[src/rtl/nested_enc_pkg.sv]
package nested_enc_pkg;
    typedef enum logic [1:0] {
        ST_IDLE = 2'd0,
        ST_RUN  = 2'd1,
        ST_DONE = 2'd2
    } enc_state_t;
endpackage

[src/rtl/serial_rem.sv]
// Bit-serial divider: remainder of (message * x^DEG) mod generator.
// TAPS is the generator without its leading x^DEG term.
module serial_rem #(
    parameter int             DEG  = 8,
    parameter logic [DEG-1:0] TAPS = '1
) (
    input  logic           clk,
    input  logic           rst_n,
    input  logic           clr,
    input  logic           en,
    input  logic           din,
    output logic [DEG-1:0] rem
);
    logic fb;
    assign fb = din ^ rem[DEG-1];

    always_ff @(posedge clk or negedge rst_n) begin
        if (!rst_n) begin
            rem <= '0;
        end else if (clr) begin
            rem <= '0;
        end else if (en) begin
            rem <= {rem[DEG-2:0], 1'b0} ^ (fb ? TAPS : '0);
        end
    end
endmodule

[src/rtl/rem_fold.sv]
// Reduces the long remainder modulo the short generator, then multiplies
// by x^-(LD-SD) modulo the short generator (needs constant term 1).
module rem_fold #(
    parameter int            SD         = 8,
    parameter int            LD         = 16,
    parameter logic [SD-1:0] SHORT_TAPS = '1
) (
    input  logic [LD-1:0] long_rem,
    output logic [SD-1:0] folded
);
    localparam int SHIFT = LD - SD;

    logic [LD-1:0] wide;
    logic [SD-1:0] v;
    logic [SD:0]   t;

    always_comb begin
        wide = long_rem;
        for (int i = LD - 1; i >= SD; i--) begin
            if (wide[i]) begin
                wide[i -: SD + 1] = wide[i -: SD + 1] ^ {1'b1, SHORT_TAPS};
            end
        end
        v = wide[SD-1:0];
        t = '0;
        for (int k = 0; k < SHIFT; k++) begin
            t = {1'b0, v} ^ (v[0] ? {1'b1, SHORT_TAPS} : '0);
            v = t[SD:1];
        end
        folded = v;
    end
endmodule

[src/rtl/pair_ctl.sv]
module pair_ctl
    import nested_enc_pkg::*;
(
    input  logic clk,
    input  logic rst_n,
    input  logic start,
    input  logic valid,
    input  logic last,
    output logic clr,
    output logic shift_en,
    output logic done
);
    enc_state_t state, state_nxt;

    always_comb begin
        state_nxt = state;
        unique case (state)
            ST_IDLE: if (start) state_nxt = ST_RUN;
            ST_RUN: begin
                if (start)               state_nxt = ST_RUN;
                else if (valid && last)  state_nxt = ST_DONE;
            end
            ST_DONE: if (start) state_nxt = ST_RUN;
            default: state_nxt = ST_IDLE;
        endcase
    end

    always_ff @(posedge clk or negedge rst_n) begin
        if (!rst_n) state <= ST_IDLE;
        else        state <= state_nxt;
    end

    always_comb begin
        clr      = start;
        shift_en = 1'b0;
        done     = 1'b0;
        unique case (state)
            ST_IDLE: ;
            ST_RUN:  shift_en = valid && !start;
            ST_DONE: done = 1'b1;
            default: ;
        endcase
    end
endmodule

[src/rtl/paired_page_encoder.sv]
module paired_page_encoder #(
    parameter int                   SHORT_DEG  = 8,
    parameter logic [SHORT_DEG-1:0] SHORT_TAPS = 8'h1D,
    parameter int                   LONG_DEG   = 16,
    parameter logic [LONG_DEG-1:0]  LONG_TAPS  = 16'h071F
) (
    input  logic                 clk,
    input  logic                 rst_n,
    input  logic                 start,
    input  logic                 valid,
    input  logic                 msb_bit,
    input  logic                 lsb_bit,
    input  logic                 last,
    output logic                 done,
    output logic [SHORT_DEG-1:0] msb_rem,
    output logic [LONG_DEG-1:0]  xor_rem,
    output logic [SHORT_DEG-1:0] lsb_rem
);
    localparam int NUM_DIV = 2;

    logic                 clr, shift_en;
    logic [NUM_DIV-1:0]   div_in;
    logic [SHORT_DEG-1:0] folded;

    assign div_in = {msb_bit ^ lsb_bit, msb_bit};

    pair_ctl u_ctl (
        .clk(clk), .rst_n(rst_n), .start(start), .valid(valid), .last(last),
        .clr(clr), .shift_en(shift_en), .done(done)
    );

    for (genvar g = 0; g < NUM_DIV; g++) begin : g_div
        if (g == 0) begin : g_short
            serial_rem #(.DEG(SHORT_DEG), .TAPS(SHORT_TAPS)) u_rem (
                .clk(clk), .rst_n(rst_n), .clr(clr), .en(shift_en),
                .din(div_in[g]), .rem(msb_rem)
            );
        end else begin : g_long
            serial_rem #(.DEG(LONG_DEG), .TAPS(LONG_TAPS)) u_rem (
                .clk(clk), .rst_n(rst_n), .clr(clr), .en(shift_en),
                .din(div_in[g]), .rem(xor_rem)
            );
        end
    end

    rem_fold #(.SD(SHORT_DEG), .LD(LONG_DEG), .SHORT_TAPS(SHORT_TAPS)) u_fold (
        .long_rem(xor_rem), .folded(folded)
    );

    assign lsb_rem = msb_rem ^ folded;
endmodule

[config.mk]
export PLATFORM = sky130hd
export DESIGN_NAME = paired_page_encoder
export DESIGN_NICKNAME = d
export VERILOG_FILES = /design/src/rtl/nested_enc_pkg.sv /design/src/rtl/serial_rem.sv /design/src/rtl/rem_fold.sv /design/src/rtl/pair_ctl.sv /design/src/rtl/paired_page_encoder.sv
export SDC_FILE = /design/constraint.sdc
export NUM_CORES = 1
export LEC_CHECK = 0
export BUFFER_PORTS_ARGS = -buffer_cell sky130_fd_sc_hd__buf_2
export CORE_MARGIN = 2
export CORE_UTILIZATION = 45
export CTS_BUF_LIST = sky130_fd_sc_hd__clkbuf_16
export DETAILED_ROUTE_END_ITERATION = 7
export GPL_TIMING_DRIVEN = 0
export HOLD_SLACK_MARGIN = 0.03
export PLACE_DENSITY = 0.79
export SLEW_MARGIN = 10
export SYNTH_ARGS = -nofsm -noshare
export SYNTH_HDL_FRONTEND = slang
export SYNTH_SLANG_ARGS = --single-unit
[constraint.sdc]
create_clock -name clk -period 2.3 [get_ports clk]
set_input_delay 0.23 -clock clk [delete_from_list [all_inputs] [get_ports clk]]
set_output_delay 0.23 -clock clk [all_outputs]
set_load 0.005 [all_outputs]
**Yosys cells after proc, flatten, opt, wreduce, memory -nomap -nowiden**

Index checks and enable logic that the tools add are counted.

- Bits of input ports: 7
- Logic and storage cells: 64
- Register bits: 26
- Output and inout bits: 33

- Multiplexer cells: 28
- Bitwise operators: 22
- Reductions and logical operators: 7
- Eq/ne operators: 4

Operator list:

| operator | number |
|---|---|
| 9-bit two-way mux | 8 |
| 8-bit by 9-bit XOR with 9-bit output | 8 |
| 5-bit two-way mux | 9 |
| 16-bit two-way mux | 2 |
| 4-bit NOT | 8 |
| 8-bit two-way mux | 2 |
| 16-bit by 11-bit XOR with 16-bit output | 1 |
| 8-bit XOR | 2 |
| 11-bit two-way mux | 1 |
| 2-bit two-way mux | 3 |
| 2-bit one-hot mux with 2 select lines | 1 |
| 3-bit by 2-bit inequality test with 1-bit output (second input constant) | 1 |
| 1-bit XOR | 3 |
| 2-bit by 1-bit equality test with 1-bit output (second input constant) | 1 |
| 2-bit equality test (second input constant) | 1 |
| 1-bit logical AND | 2 |
| 2-bit zero test | 1 |
| 1-bit two-way mux | 2 |
| 2-bit by 1-bit inequality test with 1-bit output (second input constant) | 1 |
| 2-bit AND reduction | 1 |
| 2-bit nonzero test | 1 |
| 2-bit OR reduction | 1 |
| 1-bit zero test | 1 |

**Longest topological paths before layout**

- Word-level depth: 33
- Gate-level depth with buffers: 4
- Depth with buffers taken out: 3

**Hierarchy**

Synthesis repeated with hierarchy kept, for this count alone.

- Cells, all modules: 147
- Area, all modules: 1641.6 µm²

Modules (own cells, without submodules):

| module | area an instance (µm²) | cells each | times used | seq. area each (µm²) |
|---|---|---|---|---|
| serial_rem (g_div[1].g_long.u_rem) | 783.3 | 68 | 1 | 400.4 |
| serial_rem (g_div[0].g_short.u_rem) | 392.9 | 38 | 1 | 200.2 |
| rem_fold | 276.5 | 22 | 1 | 0.0 |
| pair_ctl | 110.1 | 10 | 1 | 50.0 |
| paired_page_encoder | 78.8 | 9 | 1 | 0.0 |

**Worst setup path before layout**

Ideal clock, no wire load.

- Kind: flip-flop to output port
- From: register g_div[1].g_long.u_rem.rem[4]
- To: output lsb_rem[2]
- Cell stages (with the launch flop): 5
- Buffers on the path: 1
- Slack: 0.839 ns
- Arrival time: 1.231 ns
- Path through: dfrtp_1 > buf_4 > xnor3_2 > xnor2_2 > xnor2_1

- Cells in the longest elaborated chain, start to end: 20
- Elaborated cells between the ends (all ways): 21
- Classes of those cells: mux: 8; bitwise: 13

RTL lines:

| what | line | text |
|---|---|---|
| start: declaration | serial_rem.sv:12 | `output logic [DEG-1:0] rem` |
| start signal: assignment | serial_rem.sv:23 | `rem <= {rem[DEG-2:0], 1'b0} ^ (fb ? TAPS : '0);` |
| 4-bit NOT (no source line) | - |  |
| 5-bit two-way mux (*) (2 in a row) | rem_fold.sv:20 | `if (wide[i]) begin` |
| 4-bit NOT (no source line) | - |  |
| 5-bit two-way mux (*) | rem_fold.sv:20 |  |
| 4-bit NOT (no source line) | - |  |
| 5-bit two-way mux (*) | rem_fold.sv:20 |  |
| 4-bit NOT (no source line) | - |  |
| 5-bit two-way mux (*) | rem_fold.sv:20 |  |
| 8-bit by 9-bit XOR with 9-bit output (*) (4 in a row) | rem_fold.sv:27 | `t = {1'b0, v} ^ (v[0] ? {1'b1, SHORT_TAPS} : '0);` |
| 9-bit two-way mux (*) | rem_fold.sv:27 |  |
| 8-bit by 9-bit XOR with 9-bit output (*) (2 in a row) | rem_fold.sv:27 |  |
| 9-bit two-way mux / 8-bit by 9-bit XOR with 9-bit output (equally long branches) | rem_fold.sv:27 |  |
| 8-bit by 9-bit XOR with 9-bit output (*) (2 in a row) | rem_fold.sv:27 |  |
| 8-bit XOR (*) | paired_page_encoder.sv:50 | `assign lsb_rem = msb_rem ^ folded;` |
| end: declaration | paired_page_encoder.sv:17 | `output logic [SHORT_DEG-1:0] lsb_rem` |

Mark *: on every way between the ends. The rest lies on a longest branch, timed or not.

**Worst setup path after layout**

- From: register g_div[1].g_long.u_rem.rem[6]
- To: output lsb_rem[2]

- Cells in the longest elaborated chain, start to end: 19

RTL lines:

| what | line |
|---|---|
| 4-bit NOT (no source line) | - |
| 5-bit two-way mux (*) (2 in a row) | rem_fold.sv:20 |
| 4-bit NOT (no source line) | - |
| 5-bit two-way mux (*) | rem_fold.sv:20 |
| 4-bit NOT (no source line) | - |
| 5-bit two-way mux (*) | rem_fold.sv:20 |
| 4-bit NOT (no source line) | - |
| 5-bit two-way mux (*) | rem_fold.sv:20 |
| 8-bit by 9-bit XOR with 9-bit output (*) (6 in a row) | rem_fold.sv:27 |
| 9-bit two-way mux (*) | rem_fold.sv:27 |
| 8-bit by 9-bit XOR with 9-bit output (*) (2 in a row) | rem_fold.sv:27 |
| 8-bit XOR (*) | paired_page_encoder.sv:50 |

Marked as above.

==> metrics.yaml <==
yosysTopAreaCell: "dfrtp_1"
synth_cell_types: 21
fin_tns_setup_ps: 0
hold_depth: 2
required_ps: 2070
coreArea_um2: 3030
status: "complete, no violations"
cp_max_fo: 5
seq_area_frac_synth_pct: 45.7
antenna_found_initial: 0
hpwl_um: 2290
crit_path_cell_trace: "xnor3_2 -> xnor2_2 -> xnor2_1 -> buf_2"
yosysMostFrequentCell: "xnor2_1"
vias: 1004
tightest_slew_ps: 574
h-tree-depth: 1
worstSetupEndpointType: "primary output"
syn_area_um2: 1420
post-route-util_pct: 59.1
setup_viol: 0
synthArstFlopShare_pct: 100
hold_violations: 0
cts-resized-gates: 0
ff_latch_area_um2: 651
fmax_mhz: 524
dieWidth_um: 60.3
clkTransAtPathRegs_ps: 60
cts_root_buf: "clkbuf_16"
start_util_pct: 47.0
wirelength_um: 3070
ys_ff_latch: 26
yosys_warnings: 0
finalMaxSlewViolations: 0
synth_top_flop_cell: "dfrtp_1"
gp_congestion: 0.758
syn_nets: 119
ir_drop_mv: 0.329
critPathKind: "register to primary output"
cts_setup_buffers: 0
via_per_inst: 5.02
crit_path_start_kind: "register"
clk_latency_ps: 260
holdWs_ps: 189
p_leak_nw: 0.902
synth_area_leaders: "dfrtp_1 46%, xnor2_1 19%, a22o_1 13%, xor2_1 3.7%, xnor2_2 3.4%"
antenna_cells: 0
dr.pass1.iters: 4
ant_nets: 0
cts_sinks: 26
grt_max_degree: 27
num_rows: 20
fin_crit_ps: 1910
cts_buffers: 3
die_area_um2: 3630
cts_tree: "yes"
grt_usage_pct: 18.4
grt_pass1_wl_um: 4840
avgRoutedWirePerCell_um: 15.4
min_to: "u_ctl.state[1]"
clock_path_buffers: 2
dieHeight_um: 60.3
drt_iter0_drc: 17
ios: 40
nFillCells: 254
synth_top_area_share_pct: 45.7
crit_arrival_ps: 1680
drive_gt1_share_pct: 37.2
grt_pass1_vias: 951
overflow: 0
worst_r2r_endpoint: "g_div[1].g_long.u_rem.rem[13]"
hp-class: "input pin to register"
max_stage_delay_ps: 510
fin_crit_sh_pct: 83.0
nNetsFinal: 164
netlist_instances: 112
area_growth_pct: 25.7
multiInputGateArea_um2: 733
finClkSkew_ps: 1.74
syn_area_per_cell_um2: 12.7
reg2reg_from: "u_ctl.state[1]"
min_from: "start"
synth_edf_count: 0
critPathSlowestCell: "xnor3_2"
drc_errors: 0
powerDensity_nw_per_um2: 793
relSlewSlack_pct: 61.7
setup.worst_path.start: "g_div[1].g_long.u_rem.rem[6]"
max-cap-violations: 0
ff2ff_setup_slack_ps: 890
r2r_cells: 4
rsz0062_at_grt: "false"
portBuffers: 39
synthTopCellsByCount: "31 x xnor2_1, 26 x dfrtp_1, 21 x a22o_1"
-- cells by family after synthesis --
kind of cell	synth area share, %
AO/OA/AOI/OAI	16.7
XOR/XNOR	32.2
flip-flops	45.7
AND/OR/NAND/NOR	2.64
buffers and inverters	2.81
-- worst max-delay path: cells and delay by family (launching register included) --
kind | cells | cell delay (ps)
xor gates and xnor gates | 3 | 840
DFF | 1 | 450
buffers and inverters | 1 | 130
-- sequential cells by signal, indices dropped and copies added (netlist names) --
signal	flops
g_div.g_long.u_rem.rem	16
g_div.g_short.u_rem.rem	8
u_ctl.state	2
-- repair_timing --
action                     in CTS  in global routing
hold endpoints to repair       26                  0
setup endpoints to repair       0                  0
hold buffers                    1                  0
-- how the worst max path moves through the flow --
stage,to,depth (start not counted)
2_1_floorplan,lsb_rem[2],4
3_3_place_gp,lsb_rem[2],4
3_5_place_dp,lsb_rem[2],4
4_1_cts,lsb_rem[2],4
5_1_grt,lsb_rem[2],4
6_report,lsb_rem[2],4
-- power breakdown --
part / switching (mW) / internal (mW)
clock: 0.155 / 0.346
sequential: 0.0374 / 0.484
combinational: 0.180 / 0.217
-- metrics by stage --
stage               cells  instance area [um2]  power (mW)  setup slack [ps]
floorplan             112                 1420       0.789               839
global placement      195                 1670       0.913               706
detailed placement    195                 1670       0.927               679
CTS                   200                 1790        1.43               392
global route          200                 1790        1.48               307
finish                200                 1790        1.42               392
-- final cells by class --
| class | instances | share of cell area [%] |
|---|---|---|
| plain buffers | 7 | 2.24 |
| clock buffers | 3 | 4.20 |
| clock inverters | 1 | 1.68 |
| multi-input cells | 79 | 41.0 |
| flip-flops and latches | 26 | 36.4 |
| well taps | 44 | 3.08 |
| repair buffers | 40 | 11.5 |
-- metal layers --
metal  global-route usage, %  vias up  share of wire [%]  wire [um]
li1                        -      476                  -          -
met1                    23.9      501                 44       1340
met2                    31.2       23                 52       1580
met3                    3.03        4                3.9        119
met4                    5.71        0               0.81         25
met5                       0        -                  0          0
-- layout by cell type, fill, tap and decap left out --
cell type / Yosys / routed
a22o_2: 1 / 1
buf_2: 5 / 44
o2bb2ai_1: 1 / 1
nand2_1: 1 / 1
a21oi_2: 1 / 1
clkbuf_16: 0 / 3
a2bb2o_1: 1 / 1
bufinv_16: 0 / 1
nor2_1: 2 / 2
xor2_2: 1 / 1
xnor2_2: 3 / 3
a22o_1: 21 / 21
or2_2: 1 / 1
a31oi_1: 1 / 1
dlygate4sd3_1: 0 / 1
xnor2_1: 31 / 31
xor2_1: 6 / 6
xnor3_2: 1 / 1
nand3b_1: 1 / 1
buf_4: 2 / 2
dfrtp_1: 26 / 26
xnor3_1: 2 / 2
a21oi_1: 2 / 2
nor2b_1: 2 / 2
Power figures use the tool's default switching activity.
